--- config.mk ---
export PLATFORM = sky130hd
export DESIGN_NAME = mbus_cycle_seq
export DESIGN_NICKNAME = d
export VERILOG_FILES = /design/src/rtl/mbus_pkg.sv /design/src/rtl/mbus_lane_sel.sv /design/src/rtl/mbus_tstate_fsm.sv /design/src/rtl/mbus_req_latch.sv /design/src/rtl/mbus_cycle_seq.sv
export SDC_FILE = /design/constraint.sdc
export NUM_CORES = 1
export LEC_CHECK = 0
export BUFFER_PORTS_ARGS = -buffer_cell sky130_fd_sc_hd__buf_2
export CAP_MARGIN = 10
export CORE_ASPECT_RATIO = 1.25
export CORE_MARGIN = 4
export CORE_UTILIZATION = 50
export CTS_CLUSTER_SIZE = 30
export DETAILED_ROUTE_END_ITERATION = 8
export PLACE_DENSITY = 0.8
export RECOVER_POWER = 25
export SLEW_MARGIN = 15
export SYNTH_ARGS = -nofsm -noshare
export SYNTH_HDL_FRONTEND = slang
export SYNTH_SLANG_ARGS = --single-unit
--- constraint.sdc ---
create_clock -name clk_i -period 4.7 [get_ports clk_i]
set_clock_uncertainty 0.15 [all_clocks]
set_input_delay 0.47 -clock clk_i [delete_from_list [all_inputs] [get_ports clk_i]]
set_output_delay 0.47 -clock clk_i [all_outputs]
set_load 0.05 [all_outputs]
--- src/rtl/mbus_pkg.sv ---
package mbus_pkg;
  typedef enum logic [2:0] {
    TS_IDLE = 3'd0,
    TS_T1   = 3'd1,
    TS_T2   = 3'd2,
    TS_TW   = 3'd3,
    TS_T3   = 3'd4,
    TS_T4   = 3'd5
  } tstate_e;

  // encoded as {bhe_n, a0}
  typedef enum logic [1:0] {
    LN_WORD = 2'b00,
    LN_HI   = 2'b01,
    LN_LO   = 2'b10,
    LN_NONE = 2'b11
  } lane_e;
endpackage

--- src/rtl/mbus_lane_sel.sv ---
module mbus_lane_sel
  import mbus_pkg::*;
(
  input  logic  word_i,
  input  logic  odd_i,
  input  logic  piece_i,
  output lane_e lane_o,
  output logic  split_o
);
  always_comb begin
    split_o = word_i & odd_i;
    if (word_i && !odd_i)  lane_o = LN_WORD;
    else if (split_o)      lane_o = piece_i ? LN_LO : LN_HI;
    else if (odd_i)        lane_o = LN_HI;
    else                   lane_o = LN_LO;
  end
endmodule

--- src/rtl/mbus_tstate_fsm.sv ---
module mbus_tstate_fsm
  import mbus_pkg::*;
(
  input  logic    clk_i,
  input  logic    rst_ni,
  input  logic    start_i,
  input  logic    split_i,
  input  logic    ready_i,
  output tstate_e state_o,
  output logic    piece_o,
  output logic    last_o,
  output logic    accept_o
);
  tstate_e state_q, state_d;
  logic    piece_q, piece_d;

  always_comb begin
    state_d  = state_q;
    piece_d  = piece_q;
    last_o   = !split_i || piece_q;
    accept_o = start_i && (state_q == TS_IDLE || (state_q == TS_T4 && last_o));
    unique case (state_q)
      TS_IDLE:      if (start_i) state_d = TS_T1;
      TS_T1:        state_d = TS_T2;
      TS_T2, TS_TW: state_d = ready_i ? TS_T3 : TS_TW;
      TS_T3:        state_d = TS_T4;
      TS_T4: begin
        if (!last_o) begin
          state_d = TS_T1;
          piece_d = 1'b1;
        end else if (start_i) begin
          state_d = TS_T1;
        end else begin
          state_d = TS_IDLE;
        end
      end
      default:      state_d = TS_IDLE;
    endcase
    if (accept_o) piece_d = 1'b0;
  end

  always_ff @(posedge clk_i or negedge rst_ni) begin
    if (!rst_ni) begin
      state_q <= TS_IDLE;
      piece_q <= 1'b0;
    end else begin
      state_q <= state_d;
      piece_q <= piece_d;
    end
  end

  assign state_o = state_q;
  assign piece_o = piece_q;
endmodule

--- src/rtl/mbus_req_latch.sv ---
module mbus_req_latch
  import mbus_pkg::*;
#(
  parameter int ADDR_W = 20,
  parameter int DATA_W = 16
) (
  input  logic              clk_i,
  input  logic              rst_ni,
  input  logic              accept_i,
  input  logic [ADDR_W-1:0] addr_i,
  input  logic              write_i,
  input  logic              word_i,
  input  logic              io_i,
  input  logic [DATA_W-1:0] wdata_i,
  input  logic              piece_i,
  input  logic              split_i,
  input  lane_e             lane_i,
  input  logic              capture_i,
  input  logic [DATA_W-1:0] ad_i,
  output logic [ADDR_W-1:0] paddr_o,
  output logic [DATA_W-1:0] lane_data_o,
  output logic              odd_o,
  output logic              word_o,
  output logic              write_o,
  output logic              io_o,
  output logic [DATA_W-1:0] rdata_o
);
  localparam int BYTE_W = DATA_W / 2;

  logic [ADDR_W-1:0] addr_q;
  logic [DATA_W-1:0] wdata_q, rdata_q;
  logic              write_q, word_q, io_q;
  logic [BYTE_W-1:0] byte_val, lo_lane, hi_lane;

  always_ff @(posedge clk_i or negedge rst_ni) begin
    if (!rst_ni) begin
      addr_q  <= '0;
      wdata_q <= '0;
      write_q <= 1'b0;
      word_q  <= 1'b0;
      io_q    <= 1'b0;
    end else if (accept_i) begin
      addr_q  <= addr_i;
      wdata_q <= wdata_i;
      write_q <= write_i;
      word_q  <= word_i;
      io_q    <= io_i;
    end
  end

  assign lo_lane = ad_i[BYTE_W-1:0];
  assign hi_lane = ad_i[DATA_W-1:BYTE_W];

  // a split word assembles across its two pieces
  always_ff @(posedge clk_i or negedge rst_ni) begin
    if (!rst_ni) begin
      rdata_q <= '0;
    end else if (capture_i) begin
      unique case (lane_i)
        LN_WORD: rdata_q <= ad_i;
        LN_HI: begin
          if (split_i) rdata_q[BYTE_W-1:0] <= hi_lane;
          else         rdata_q <= {{BYTE_W{1'b0}}, hi_lane};
        end
        LN_LO: begin
          if (split_i) rdata_q[DATA_W-1:BYTE_W] <= lo_lane;
          else         rdata_q <= {{BYTE_W{1'b0}}, lo_lane};
        end
        default: rdata_q <= rdata_q;
      endcase
    end
  end

  always_comb begin
    byte_val    = (split_i && piece_i) ? wdata_q[DATA_W-1:BYTE_W] : wdata_q[BYTE_W-1:0];
    lane_data_o = (lane_i == LN_WORD) ? wdata_q : {byte_val, byte_val};
  end

  assign paddr_o = addr_q + ADDR_W'(piece_i);
  assign odd_o   = addr_q[0];
  assign word_o  = word_q;
  assign write_o = write_q;
  assign io_o    = io_q;
  assign rdata_o = rdata_q;
endmodule

--- src/rtl/mbus_cycle_seq.sv ---
module mbus_cycle_seq
  import mbus_pkg::*;
#(
  parameter int ADDR_W     = 20,
  parameter int DATA_W     = 16,
  parameter int STATUS_VAL = 2
) (
  input  logic                     clk_i,
  input  logic                     rst_ni,
  input  logic                     req_start_i,
  input  logic [ADDR_W-1:0]        req_addr_i,
  input  logic                     req_write_i,
  input  logic                     req_word_i,
  input  logic                     req_io_i,
  input  logic [DATA_W-1:0]        req_wdata_i,
  input  logic                     ready_i,
  input  logic [DATA_W-1:0]        ad_i,
  output logic [DATA_W-1:0]        ad_o,
  output logic                     ad_oe_o,
  output logic [ADDR_W-DATA_W-1:0] as_o,
  output logic                     ale_o,
  output logic                     bhe_n_o,
  output logic                     rd_n_o,
  output logic                     wr_n_o,
  output logic                     m_io_o,
  output logic                     den_n_o,
  output logic                     dt_r_o,
  output logic [DATA_W-1:0]        rdata_o,
  output logic                     done_o
);
  localparam int HI_W = ADDR_W - DATA_W;
  localparam logic [HI_W-1:0] STATUS_BITS = HI_W'(STATUS_VAL);

  tstate_e           state_w;
  logic              piece_w, last_w, accept_w, split_w;
  logic              odd_w, word_w, write_w, io_w;
  lane_e             lane_w;
  logic [ADDR_W-1:0] paddr_w;
  logic [DATA_W-1:0] lane_data_w;
  logic              strobe_ph, data_ph, active;

  mbus_tstate_fsm u_fsm (
    .clk_i    (clk_i),
    .rst_ni   (rst_ni),
    .start_i  (req_start_i),
    .split_i  (split_w),
    .ready_i  (ready_i),
    .state_o  (state_w),
    .piece_o  (piece_w),
    .last_o   (last_w),
    .accept_o (accept_w)
  );

  mbus_lane_sel u_lane (
    .word_i  (word_w),
    .odd_i   (odd_w),
    .piece_i (piece_w),
    .lane_o  (lane_w),
    .split_o (split_w)
  );

  mbus_req_latch #(.ADDR_W(ADDR_W), .DATA_W(DATA_W)) u_req (
    .clk_i       (clk_i),
    .rst_ni      (rst_ni),
    .accept_i    (accept_w),
    .addr_i      (req_addr_i),
    .write_i     (req_write_i),
    .word_i      (req_word_i),
    .io_i        (req_io_i),
    .wdata_i     (req_wdata_i),
    .piece_i     (piece_w),
    .split_i     (split_w),
    .lane_i      (lane_w),
    .capture_i   (state_w == TS_T3),
    .ad_i        (ad_i),
    .paddr_o     (paddr_w),
    .lane_data_o (lane_data_w),
    .odd_o       (odd_w),
    .word_o      (word_w),
    .write_o     (write_w),
    .io_o        (io_w),
    .rdata_o     (rdata_o)
  );

  // pin decode
  always_comb begin
    active    = (state_w != TS_IDLE);
    strobe_ph = (state_w == TS_T2) || (state_w == TS_TW) || (state_w == TS_T3);
    data_ph   = strobe_ph || (state_w == TS_T4);
    ale_o     = (state_w == TS_T1);
    ad_o      = ale_o ? paddr_w[DATA_W-1:0] : lane_data_w;
    ad_oe_o   = ale_o || (data_ph && write_w);
    as_o      = ale_o ? paddr_w[ADDR_W-1:DATA_W] : (active ? STATUS_BITS : '0);
    bhe_n_o   = ale_o ? lane_w[1] : 1'b1;
    rd_n_o    = !(strobe_ph && !write_w);
    wr_n_o    = !(strobe_ph && write_w);
    den_n_o   = !strobe_ph;
    m_io_o    = !io_w;
    dt_r_o    = write_w;
    done_o    = (state_w == TS_T4) && last_w;
  end
endmodule

==> flow_metrics.py <==
metrics = {
    "route": {
        "vias": 2803,
        "wire_per_inst_um": 16.0,
        "first_pass_iters": 4,
        "drtIter0Drc": 208,
        "ant_nets": 0,
        "routed_wirelength_mm": 8.14,
        "vias_per_cell": 5.53,
        "drc": 0,
    },
    "min_path": {
        "min_from": "req_wdata_i[9]",
        "hold_path_depth": 2,
        "min_path_type": "in -> reg",
        "min_to": "u_req.wdata_q[9]",
    },
    "setup_path": {
        "cp.arrival_ns": 2.84,
        "regToRegSetupSlack_ns": 2.19,
        "cp_max_fo": 16,
        "r2r_cells": 4,
        "required_ns": 4.08,
        "r2r-end": "u_req.addr_q[6]",
        "cp-start-kind": "flop",
        "critPathKind": "reg -> out",
        "end_kind": "output port",
        "r2r_start": "u_fsm.state_o[2]",
    },
    "clocking": {
        "cts_inserted_buffers": 9,
        "cts_setup_buffers": 0,
        "clk_latency_ns": 0.33,
        "max-clock-path-buffers": 2,
        "cts_resized": 0,
        "cts_tree": "built",
        "clockRootBuffer": "clkbuf_8",
        "cts-hold-fix-buffers": 0,
        "h-tree-depth": 3,
        "clk_pin_slew_worst_paths_ns": 0.07,
        "cts_sinks": 59,
    },
    "finish": {
        "multiInputGateArea_um2": 1730,
        "layout.nets": 480,
        "nFillCells": 564,
        "diodes": 0,
        "fin_util_pct": 62.2,
        "drive_gt1_share_pct": 38.3,
        "fin_cells": 507,
        "area_delta_synth_final_pct": 21.7,
        "regArea_um2": 1480,
    },
    "die": {
        "num_io_pins": 104,
        "initial_utilization_pct": 51.1,
        "die_x_um": 81.0,
        "row_count": 33,
        "die-area_um2": 8050,
        "core-area_um2": 6520,
        "die_h_um": 99.3,
    },
    "timing": {
        "slew_viol_final": 60,
        "setup_violations": 0,
        "min_period_ns": 3.46,
        "slew_headroom_pct": -108,
        "finalWorstSetupSlack_ns": 1.24,
        "rsz0062_at_grt": "no",
        "worst_pin_slew_ns": 3.12,
        "final.period_utilization_pct": 73.7,
        "finalHoldViolCount": 0,
        "tns_ns": 0,
        "max_freq_mhz": 289,
    },
    "synth": {
        "synthesis.nets": 385,
        "yosysSeqAreaShare_pct": 44.3,
        "synth_compound_area_share_pct": 14.7,
        "synth_mux_area_share_pct": 16.5,
        "synth_top_cell_by_area": "dfrtp_1",
        "postSynth.asyncResetShare_pct": 100,
        "synth_area_um2": 3330,
        "ys.flop_type": "dfrtp_1",
        "synth_simple_gate_area_share_pct": 14.5,
        "netlist_top_cells_count": "dfrtp_1, mux2_2, nand2_1",
        "synth-adder-area-share_pct": 2.25,
        "synthDistinctLibCells": 53,
        "synth_top_family_by_area": "multiplexers",
        "yosysWarnings": 0,
        "syn_inst": 320,
        "yosysMostFrequentCell": "dfrtp_1",
        "synth.area.top_cells": "dfrtp_1, mux2_2, o21ai_0, a22oi_1, mux2_1",
        "synth_edf_count": 0,
        "synth_xor_xnor_area_share_pct": 3.68,
        "ys_ff_latch": 59,
        "avgSynthCellArea_um2": 10.4,
        "synth_top_area_share_pct": 44.3,
    },
    "global_route": {
        "grt_max_degree": 60,
        "grt_overflow": 0,
        "first_global_vias": 2686,
        "grt_first_pass_wirelength_mm": 13.0,
        "grt_usage_pct": 21.0,
        "antenna_found_initial": 0,
    },
    "placed_design": {
        "io_buffers": 103,
        "gp_congestion": 0.836,
        "place_worst_setup_slack_ns": 1.59,
        "detailed_place_hpwl_mm": 5.99,
        "dp.cells": 491,
    },
    "outcome": {
        "violations": "max-capacitance violations, max-slew violations",
        "status": "finished, violations left",
    },
    "job": {
        "drv_cap": 1,
    },
}
[how the worst max path moves through the flow]
stage                          startpoint          endpoint  slack (ns)  depth (start not counted)
after floorplan           u_req.addr_q[0]           ad_o[0]        1.32                          8
after global placement    u_req.addr_q[0]           ad_o[8]        1.74                          8
after detailed placement  u_req.addr_q[0]           ad_o[8]        1.59                          8
after CTS                 u_req.addr_q[0]           ad_o[8]        1.23                          8
after global routing               rst_ni  u_fsm.state_o[1]        0.85                          2
final                     u_req.addr_q[0]          ad_o[15]        1.24                          8
[registers in the layout, summed over array words and instances, names as in the netlist]
name           count
u_req.addr_q      20
u_req.rdata_o     16
u_req.wdata_q     16
u_fsm.state_o      3
u_fsm.piece_o      1
u_req.io_o         1
u_req.word_o       1
u_req.write_o      1
[worst max-delay path: stages (launching register included)]
cell and delay [ns]:
dfrtp_1 0.50, a21boi_1 0.33, inv_1 0.14, ha_1 0.24, a31oi_2 0.58, nor2b_1 0.12, a211oi_1 0.25, a21oi_1 0.08
buf_2 0.26
[placed cells by master, fill, tap and decap left out, types with 9 or more instances in the layout]
master and count:
buf_2 103, dfrtp_1 59, nand2_1 29, mux2_2 29
o21ai_0 24, a22oi_1 16, clkbuf_8 12, nand3_1 11
a21oi_1 11, mux2i_1 11, nor2b_1 10, mux2_1 10
a211oi_1 9, xor2_1 9
[through the flow]
stage / hold slack [ns] / cell area [µm²]
after floorplan: 0.0244 / 3330
after global routing: 0.180 / 4060
after detailed placement: 0.320 / 3870
final: 0.198 / 4060
after CTS: 0.148 / 4060
after global placement: 0.311 / 3870
[metal layers]
| metal | GRT usage [%] | wire length, µm | up-vias |
|---|---|---|---|
| met1 | 27.4 | 3400 | 1325 |
| met5 | 0 | 0 | - |
| li1 | - | - | 1362 |
| met3 | 6.79 | 617 | 15 |
| met4 | 8.19 | 173 | 0 |
| met2 | 32.1 | 3940 | 101 |
[kinds of logic (layout without fill, tap and decap cells)]
kind of cell | after synthesis | after routing
AND/OR/NAND/NOR | 88 | 88
adder cells (fa/ha/maj) | 6 | 6
buffers and inverters | 27 | 127
flip-flops | 59 | 59
AO/OA/AOI/OAI | 76 | 76
XOR/XNOR | 14 | 14
multiplexers | 50 | 50
[cell type report]
cell class	count	share of cell area (%)
Clock buffer	13	4.17
Tap cell	87	2.68
Multi-Input combinational cell	234	42.7
Clock inverter	3	0.525
Sequential cell	59	36.4
Timing Repair Buffer	105	13.0
Inverter	6	0.555
Power is not shown: default switching activity piles up to over one toggle a cycle in this logic, so the estimate is an artifact.
